<file path="config.mk">
export PLATFORM = sky130hd
export DESIGN_NAME = uart_rx_status
export DESIGN_NICKNAME = d
export VERILOG_FILES = /design/src/rtl/uart_rx_pkg.sv /design/src/rtl/uart_rx_sync.sv /design/src/rtl/uart_rx_frame.sv /design/src/rtl/uart_rx_flags.sv /design/src/rtl/uart_rx_status.sv
export SDC_FILE = /design/constraint.sdc
export NUM_CORES = 1
export LEC_CHECK = 0
export ABC_AREA = 1
export BUFFER_PORTS_ARGS = -buffer_cell sky130_fd_sc_hd__buf_4
export CAP_MARGIN = 40
export CORE_MARGIN = 1
export CORE_UTILIZATION = 50
export CTS_BUF_LIST = sky130_fd_sc_hd__clkbuf_16
export DETAILED_ROUTE_END_ITERATION = 16
export PLACE_DENSITY_LB_ADDON = 0.2
export SLEW_MARGIN = 0
export SYNTH_ARGS = -nofsm -noshare
export SYNTH_HDL_FRONTEND = slang
export SYNTH_HIERARCHICAL = 1
export SYNTH_SLANG_ARGS = --single-unit
</file>
<file path="constraint.sdc">
create_clock -name clk_i -period 1.5 [get_ports clk_i]
set_input_delay 0.375 -clock clk_i [delete_from_list [all_inputs] [get_ports clk_i]]
set_output_delay 0.375 -clock clk_i [all_outputs]
set_load 0.05 [all_outputs]
</file>
<file path="src/rtl/uart_rx_pkg.sv">
package uart_rx_pkg;
  typedef enum logic [2:0] {
    ST_IDLE, ST_START, ST_DATA, ST_PAR, ST_STOP1, ST_STOP2
  } rx_state_e;

  typedef struct packed {
    logic [7:0] data;
    logic       pe;
    logic       fe;
    logic       bi;
  } rx_char_t;
endpackage

</file>
<file path="src/rtl/uart_rx_sync.sv">
module uart_rx_sync #(
  parameter int STAGES = 2
) (
  input  logic clk_i,
  input  logic rst_ni,
  input  logic rxd_i,
  input  logic loop_i,
  input  logic loop_txd_i,
  output logic line_o,
  output logic fall_o
);
  logic [STAGES-1:0] sync_q;
  logic              prev_q;
  logic              src;

  assign src = loop_i ? loop_txd_i : rxd_i;

  always_ff @(posedge clk_i or negedge rst_ni) begin
    if (!rst_ni) begin
      sync_q <= '1;
      prev_q <= 1'b1;
    end else begin
      sync_q <= {sync_q[STAGES-2:0], src};
      prev_q <= sync_q[STAGES-1];
    end
  end

  assign line_o = sync_q[STAGES-1];
  assign fall_o = prev_q & ~sync_q[STAGES-1];
endmodule

</file>
<file path="src/rtl/uart_rx_frame.sv">
module uart_rx_frame
  import uart_rx_pkg::*;
#(
  parameter int OVERSAMPLE = 16,
  parameter int DATA_W     = 8
) (
  input  logic       clk_i,
  input  logic       rst_ni,
  input  logic       tick_i,
  input  logic       line_i,
  input  logic       fall_i,
  input  logic [1:0] wlen_i,
  input  logic       stop2_i,
  input  logic       par_en_i,
  input  logic       even_i,
  input  logic       stick_i,
  output logic       done_o,
  output rx_char_t   char_o
);
  localparam int CNT_W = $clog2(OVERSAMPLE);
  localparam int IDX_W = $clog2(DATA_W);
  localparam logic [CNT_W-1:0] MID_C  = CNT_W'(OVERSAMPLE / 2 - 1);
  localparam logic [CNT_W-1:0] LAST_C = CNT_W'(OVERSAMPLE - 1);

  rx_state_e         state_q;
  logic [CNT_W-1:0]  cnt_q;
  logic [IDX_W-1:0]  idx_q;
  logic [DATA_W-1:0] shreg_q;
  logic              fall_seen_q, par_acc_q, par_bit_q, any_one_q, stop1_low_q;
  logic              two_stop, last_idx, exp_par, stop_fe;

  assign two_stop = stop2_i & (wlen_i != 2'd0);
  assign last_idx = (idx_q == IDX_W'(wlen_i) + IDX_W'(DATA_W - 4));
  // stick parity forces the complement of even select
  assign exp_par  = stick_i ? ~even_i : (even_i ? par_acc_q : ~par_acc_q);
  assign stop_fe  = ~line_i | ((state_q == ST_STOP2) & stop1_low_q);

  always_ff @(posedge clk_i or negedge rst_ni) begin
    if (!rst_ni) begin
      state_q     <= ST_IDLE;
      cnt_q       <= '0;
      idx_q       <= '0;
      shreg_q     <= '0;
      fall_seen_q <= 1'b0;
      par_acc_q   <= 1'b0;
      par_bit_q   <= 1'b0;
      any_one_q   <= 1'b0;
      stop1_low_q <= 1'b0;
      done_o      <= 1'b0;
      char_o      <= '0;
    end else begin
      done_o <= 1'b0;
      if (state_q == ST_IDLE && fall_i) fall_seen_q <= 1'b1;
      if (tick_i) begin
        unique case (state_q)
          ST_IDLE: if (fall_seen_q) begin
            state_q     <= ST_START;
            cnt_q       <= '0;
            fall_seen_q <= 1'b0;
          end
          ST_START: if (cnt_q == MID_C) begin
            cnt_q <= '0;
            if (!line_i) begin
              state_q   <= ST_DATA;
              idx_q     <= '0;
              shreg_q   <= '0;
              par_acc_q <= 1'b0;
              par_bit_q <= 1'b0;
              any_one_q <= 1'b0;
            end else begin
              state_q <= ST_IDLE;
            end
          end else begin
            cnt_q <= cnt_q + 1'b1;
          end
          default: if (cnt_q == LAST_C) begin
            cnt_q     <= '0;
            any_one_q <= any_one_q | line_i;
            unique case (state_q)
              ST_DATA: begin
                shreg_q[idx_q] <= line_i;
                par_acc_q      <= par_acc_q ^ line_i;
                if (last_idx) state_q <= par_en_i ? ST_PAR : ST_STOP1;
                else          idx_q   <= idx_q + 1'b1;
              end
              ST_PAR: begin
                par_bit_q <= line_i;
                state_q   <= ST_STOP1;
              end
              default: begin
                stop1_low_q <= ~line_i;
                if (state_q == ST_STOP1 && two_stop) begin
                  state_q <= ST_STOP2;
                end else begin
                  state_q     <= ST_IDLE;
                  done_o      <= 1'b1;
                  char_o.data <= shreg_q;
                  char_o.pe   <= par_en_i & (par_bit_q != exp_par);
                  char_o.fe   <= stop_fe;
                  char_o.bi   <= ~any_one_q & ~line_i;
                end
              end
            endcase
          end else begin
            cnt_q <= cnt_q + 1'b1;
          end
        endcase
      end
    end
  end


  upper_zero_chk: assert property (@(posedge clk_i) disable iff (!rst_ni)
    (done_o && wlen_i == 2'd0) |-> (char_o.data[7:5] == 3'b000));

  break_frame_chk: assert property (@(posedge clk_i) disable iff (!rst_ni)
    (done_o && char_o.bi) |-> (char_o.fe && char_o.data == '0));
endmodule

</file>
<file path="src/rtl/uart_rx_flags.sv">
module uart_rx_flags
  import uart_rx_pkg::*;
(
  input  logic       clk_i,
  input  logic       rst_ni,
  input  logic       done_i,
  input  rx_char_t   char_i,
  input  logic       rbr_rd_i,
  input  logic       lsr_rd_i,
  output logic [7:0] rx_data_o,
  output logic       ready_o,
  output logic       overrun_o,
  output logic       par_err_o,
  output logic       frame_err_o,
  output logic       break_o
);
  always_ff @(posedge clk_i or negedge rst_ni) begin
    if (!rst_ni) begin
      rx_data_o   <= '0;
      ready_o     <= 1'b0;
      overrun_o   <= 1'b0;
      par_err_o   <= 1'b0;
      frame_err_o <= 1'b0;
      break_o     <= 1'b0;
    end else begin
      if (lsr_rd_i) begin
        overrun_o   <= 1'b0;
        par_err_o   <= 1'b0;
        frame_err_o <= 1'b0;
        break_o     <= 1'b0;
      end
      if (rbr_rd_i) ready_o <= 1'b0;
      // a new character wins over a clear in the same cycle
      if (done_i) begin
        rx_data_o <= char_i.data;
        ready_o   <= 1'b1;
        if (ready_o && !rbr_rd_i) overrun_o <= 1'b1;
        if (char_i.pe) par_err_o   <= 1'b1;
        if (char_i.fe) frame_err_o <= 1'b1;
        if (char_i.bi) break_o     <= 1'b1;
      end
    end
  end


  break_ready_chk: assert property (@(posedge clk_i) disable iff (!rst_ni)
    (done_i && char_i.bi) |=> (ready_o && break_o));

  overrun_set_chk: assert property (@(posedge clk_i) disable iff (!rst_ni)
    (done_i && ready_o && !rbr_rd_i) |=> overrun_o);

  flag_sticky_chk: assert property (@(posedge clk_i) disable iff (!rst_ni)
    ((par_err_o || frame_err_o) && !lsr_rd_i) |=> (par_err_o || frame_err_o));

  lsr_clear_chk: assert property (@(posedge clk_i) disable iff (!rst_ni)
    (lsr_rd_i && !done_i) |=> !(overrun_o || par_err_o || frame_err_o || break_o));

  ready_clear_chk: assert property (@(posedge clk_i) disable iff (!rst_ni)
    (rbr_rd_i && !done_i) |=> !ready_o);
endmodule

</file>
<file path="src/rtl/uart_rx_status.sv">
module uart_rx_status
  import uart_rx_pkg::*;
#(
  parameter int OVERSAMPLE  = 16,
  parameter int SYNC_STAGES = 2
) (
  input  logic       clk_i,
  input  logic       rst_ni,
  input  logic       tick16_i,
  input  logic       rxd_i,
  input  logic       loop_i,
  input  logic       loop_txd_i,
  input  logic [1:0] wlen_i,
  input  logic       stop2_i,
  input  logic       par_en_i,
  input  logic       even_i,
  input  logic       stick_i,
  input  logic       rbr_rd_i,
  input  logic       lsr_rd_i,
  output logic [7:0] rx_data_o,
  output logic       ready_o,
  output logic       overrun_o,
  output logic       par_err_o,
  output logic       frame_err_o,
  output logic       break_o
);
  logic     line, fall, done;
  rx_char_t rx_char;

  uart_rx_sync #(.STAGES(SYNC_STAGES)) u_sync (
    .clk_i, .rst_ni, .rxd_i, .loop_i, .loop_txd_i,
    .line_o(line), .fall_o(fall)
  );

  uart_rx_frame #(.OVERSAMPLE(OVERSAMPLE), .DATA_W(8)) u_frame (
    .clk_i, .rst_ni, .tick_i(tick16_i), .line_i(line), .fall_i(fall),
    .wlen_i, .stop2_i, .par_en_i, .even_i, .stick_i,
    .done_o(done), .char_o(rx_char)
  );

  uart_rx_flags u_flags (
    .clk_i, .rst_ni, .done_i(done), .char_i(rx_char),
    .rbr_rd_i, .lsr_rd_i, .rx_data_o, .ready_o,
    .overrun_o, .par_err_o, .frame_err_o, .break_o
  );
endmodule

</file>
Yosys cells after proc, flatten, opt, wreduce, memory -nomap -nowiden
Cells that the tools add are included.
{ "word_totals": {"reg_bits": 51, "out_inout_bits": 13} }
{ "classes": {"n_addsub": 3, "eq_ne": 14, "n_bitwise": 16, "reduce_logical": 22, "order_cmp": 2, "muxes": 63} }
{ "op_table": {"columns": ["op", "n"], "rows": [
  ["2-to-1 mux 1 bit", 34],
  ["2-to-1 mux 3 bit", 11],
  ["2-to-1 mux 8 bit", 4],
  ["one-hot mux 3 bit (2 select lines)", 3],
  ["one-hot mux 8 bit (2 select lines)", 1],
  ["AND reduction 5 bit", 3],
  ["2-to-1 mux 4 bit", 3],
  ["AND reduction 6 bit", 2],
  ["nonzero test 2 bit", 5],
  ["bitwise mux 8 bit", 1],
  ["NOT 1 bit", 8],
  ["one-hot mux 4 bit (2 select lines)", 1],
  ["AND reduction 7 bit", 1],
  ["equality test 3 x 2 -> 1 bit (second input constant)", 2],
  ["equality test 3 bit (second input constant)", 2],
  ["one-hot mux 1 bit (2 select lines)", 3],
  ["bitwise AND 1 bit", 5],
  ["adder 4 x 1 -> 4 bit (second input constant)", 1],
  ["equality test 4 x 3 -> 1 bit (second input constant)", 1],
  ["equality test 4 bit (second input constant)", 1],
  ["logical AND 1 bit", 4],
  ["< comparator 3 x 4 -> 1 bit (second input constant)", 1],
  ["!= test 2 x 1 -> 1 bit (second input constant)", 2],
  ["!= test 2 bit (second input constant)", 2],
  ["other kinds (17)", 19]
]} }

Depth between registers and ports, before layout
{ "depth": {"depth_word": 8, "depth_mapped": 10, "mapped_depth_nobuf": 10} }

By module
Netlist, hierarchy kept.
{ "modules_own_cells": {"columns": ["module", "seq_area_each_um2", "area_per_inst_um2", "cells_each", "instances"], "rows": [
  ["uart_rx_frame", 875.8, 1983.2, 263, 1],
  ["uart_rx_flags", 325.3, 491.7, 55, 1],
  ["uart_rx_sync", 78.8, 101.3, 9, 1]
]} }

Worst setup path before layout
Ideal clock, no wire load.
{ "synth_path": {"path_type": "reg-to-reg", "start": "reg u_frame.cnt_q[0]", "end": "reg u_frame.shreg_q[0]", "stages_incl_launch_ff": 11, "period_less_slack_ps": 1336, "arrival_time_ps": 1271, "setup_ps": 65, "required_ps": 1435, "path_buffers": 1, "setup_slack_ps": 164, "cell_sequence": "dfrtp_1 -> ha_1 -> nand2_1 -> nor2_1 -> inv_1 -> nand2_1 -> nand2_2 -> nor2_4 -> buf_6 -> nand3_1 -> nand2_1"} }
{ "synth_between": {"elab_chain_len": 3, "elab_cells_between_ends": 5, "cone_classes": "3 x eq/ne; 2 x reduce/logical"} }
{ "synth_rtl": {"columns": ["element", "line_no", "rtl"], "rows": [
  ["start, declared", "uart_rx_frame.sv:26", "logic [CNT_W-1:0] cnt_q;"],
  ["start signal, assigned", "uart_rx_frame.sv:74", "cnt_q <= cnt_q + 1'b1;"],
  ["start signal, assigned", "uart_rx_frame.sv:105", "cnt_q <= cnt_q + 1'b1;"],
  ["equality test 4 x 3 -> 1 bit or equality test 4 bit (tied branches)", "uart_rx_frame.sv:61, uart_rx_frame.sv:76", null],
  ["!= test 2 x 1 -> 1 bit (no line) or nonzero test 2 bit (tied branches)", null, null],
  ["AND reduction 6 bit (no line) *", null, null],
  ["end signal, assigned by index", "uart_rx_frame.sv:81", "shreg_q[idx_q] <= line_i;"],
  ["end, declared", "uart_rx_frame.sv:28", "logic [DATA_W-1:0] shreg_q;"]
]} }
Mark *: on every way between the ends. The rest lies on a longest branch, timed or not.
A chain may end at the register's enable or synchronous reset.

Worst setup path after layout
{ "layout_path": {"start": "reg u_frame.cnt_q[1]", "end": "reg u_frame.par_acc_q"} }
{ "layout_between": {"elab_chain_len": 3, "elab_cells_between_ends": 5, "cone_classes": "3 x eq/ne; 2 x reduce/logical"} }
{ "layout_rtl": {"columns": ["element", "line_no", "rtl"], "rows": [
  ["equality test 4 x 3 -> 1 bit or equality test 4 bit (tied branches)", "uart_rx_frame.sv:61, uart_rx_frame.sv:76", null],
  ["!= test 2 x 1 -> 1 bit (no line) or nonzero test 2 bit (tied branches)", null, null],
  ["AND reduction 6 bit (no line) *", null, null],
  ["end signal, assigned", "uart_rx_frame.sv:82", "par_acc_q <= par_acc_q ^ line_i;"],
  ["end, declared", "uart_rx_frame.sv:29", "logic fall_seen_q, par_acc_q, par_bit_q, any_one_q, stop1_low_q;"]
]} }
Marks and branches as above.

==> run metrics <==
clock root cell clkbuf_16; Net Switching 2.07 mW; TritonCTS sink count 51; Yosys top cell by area dfrtp_1; sequential share of power 33.3%; total iterations of the first detailed-routing run 4; Die W 73.8 µm; crit path max fanout 6; Clock Skews 0.00423 ns; critical path type reg -> reg; dpl cell area 2920 µm²; Hold Vio Cnt, Final 0; share of cells above drive strength 1 27.3%; pin count of the biggest net entering global routing 52; max-cap violations 0; VDD IR max 1200 µV; post-synth top area share 46.6%; clock share of power 24.1%; Worst-Skew Late Latency 0.29 ns; Synth top cells by count nand2_1, dfrtp_1, nand3_1; CTS H-Tree Depth 2; first-pass GRT wire length 8.79 mm; die height 73.8 µm; maximum clock frequency 678 MHz; DRC 0; fin crit share 98.4%; cell with the most instances after synthesis nand2_1; Total Power 5.30 mW; Final Non-Filler Cells 440; most used cell, CP nand2_4; routed len/inst 12.2 µm; initial drt markers 163; CP startpoint kind register; CTS tree built; number of core rows 25; sw frac 39.1%; Worst-path clk slew 0.07 ns; routed vias 2,201; Top Family by Delay on Critical Path simple AND/OR/NAND/NOR gates; Hold Crit Class in -> async; Primary FF master, synth dfrtp_1; clk buf depth 2; Worst Reg2Reg Path Length in Cells 10; asr flop ratio synth 100%; nets@finish 388; Starting Density 53.1%; crit-path cells ha_4 > nand2_4 > nor2_4 > inv_2 > nand2_4 > nand2_4 > nor2_4 > clkbuf_16 > nand2_1 > o21ai_1; fin area 3290 µm²; Setup TNS 0 ns; Final Slew Violations 0; GRT Overall Usage 21.5%; Final Critical Period 1.48 ns; Pleak 1.73 nW; vias in the first global route 1,923; initial antenna violation count 0; Port Buffers 26; Worst Tran Pin Value 0.610 ns; hold_buf cts 0; fill count 388; CTS Buf Count 5; Mapped Nets 343; placed wire-length estimate 3.61 mm; WL final 5.37 mm; Avg Cell Area, Syn 7.88 µm²; pre-CTS WS 0.00872 ns; die area 5440 µm²; antenna viol nets, final 0; gpl congestion 0.880; Post-synth EDFFs 0; Gate power share 42.6%; CP Data Arrival Time 1.69 ns; area grow syn2layout 27.8%; Ports 27; Slowest-stage cell, CP dfrtp_1; cells after synthesis 327; via/cell ratio 5.00; post-synthesis sequential area ratio 49.7%; CP bufs+invs 2; Cell Int Power 3.22 mW; RSZ-0062 raised after global routing true; Synth area leaders dfrtp_1, nand2_1, nand3_1; outcome finished, final reports clean; GRT overflow 0; Synth cell types 27; Pwr Density 1610 nW/µm²; final core area utilization 67.9%; core area 4850 µm²; Worst slew margin 59.3%; Seq cells post-synth 51; WP data required 1.71 ns; Inst Count DP 426; setup violators final 0; Crit. End Element register; Max stage delay on crit path 0.40 ns; setup ws final 0.0240 ns; WHS 0.0927 ns; WP depth 10; Mapped Area 2580 µm²; Warnings, synthesis 6; # diodes 0
## layout make-up
cell class,instances,area [µm²],area share [%]
sequential,51,1280,38.9
clock inverter,3,43.8,1.33
multi-input combinational,238,1250,38.1
clock buffer,5,125,3.80
inverter,30,113,3.42
tap,67,83.8,2.55
timing repair buffer,46,392,11.9
## flip-flops by register name, indices dropped and copies added, names as in the netlist
name                 count
u_flags/rx_data_o        8
u_frame/state_q          3
u_frame/cnt_q            4
u_sync/sync_q            2
u_flags/par_err_o        1
u_flags/overrun_o        1
u_frame/shreg_q          8
u_frame/par_bit_q        1
u_frame/any_one_q        1
u_frame/fall_seen_q      1
u_flags/break_o          1
u_sync/prev_q            1
u_frame/done_o           1
u_frame/stop1_low_q      1
u_flags/ready_o          1
u_flags/frame_err_o      1
u_frame/par_acc_q        1
u_frame/idx_q            3
u_frame/char_o          11
## per-layer routing
metal  vias to the layer above  share of wire, %  GRT usage, %
li1                       1132                 -             -
met1                       996                46          28.6
met2                        68                48          35.8
met3                         5               4.7          4.12
met4                         0               1.2          6.41
met5                         -                 0             0
## what timing repair did
action,in CTS,in global routing
endpoints found under the setup margin,8,32
cloned,1,1
resized for setup,4,32
pin swaps,1,20
setup buffers,0,4
## placed cells by master, fill, tap and decap left out, types with 6 or more instances in the layout
master and n:
nor2_4 7, nand2_1 117, dfrtp_1 47, inv_1 24
clkbuf_16 6, nand2_2 7, o21ai_1 6, o21ai_0 9
nand3_1 30, inv_2 6, buf_4 42, nand3_2 12
nor2_1 20
## cell families after synthesis
family | after synthesis | share of synthesized area (%)
XOR/XNOR | 5 | 1.70
AO/OA/AOI/OAI | 20 | 4.37
AND/OR/NAND/NOR | 210 | 36.7
buffers and inverters | 39 | 6.61
flip-flops | 51 | 49.7
adder cells (fa/ha/maj) | 2 | 0.971
## power groups by stage
stage	clock network, mW	registers [mW]	logic (mW)
after global routing	1.37	1.79	2.50
after detailed placement	0	1.76	1.86
after global placement	0	1.75	1.82
final	1.28	1.77	2.25
after CTS	1.30	1.74	1.91
after floorplan	0	1.70	1.31
## final timing paths
check,start,end,slack [ns]
setup / recovery,u_frame/cnt_q[1]$_DFFE_PN0P_,u_frame/par_acc_q$_DFFE_PN0P_,0.02
hold / removal,rst_ni,u_flags/break_o$_DFF_PN0_,0.09
setup reg to reg,u_frame/cnt_q[1]$_DFFE_PN0P_,u_frame/par_acc_q$_DFFE_PN0P_,0.02
hold reg to reg,u_sync/sync_q[0]$_DFF_PN1_,u_sync/sync_q[1]$_DFF_PN1_,0.36
max in group asynchronous,rst_ni,u_frame/state_q[1]$_DFFE_PN0P_,0.97
min in group clk_i,rxd_i,u_sync/sync_q[0]$_DFF_PN1_,0.29
(Power assumes the default switching activity.)
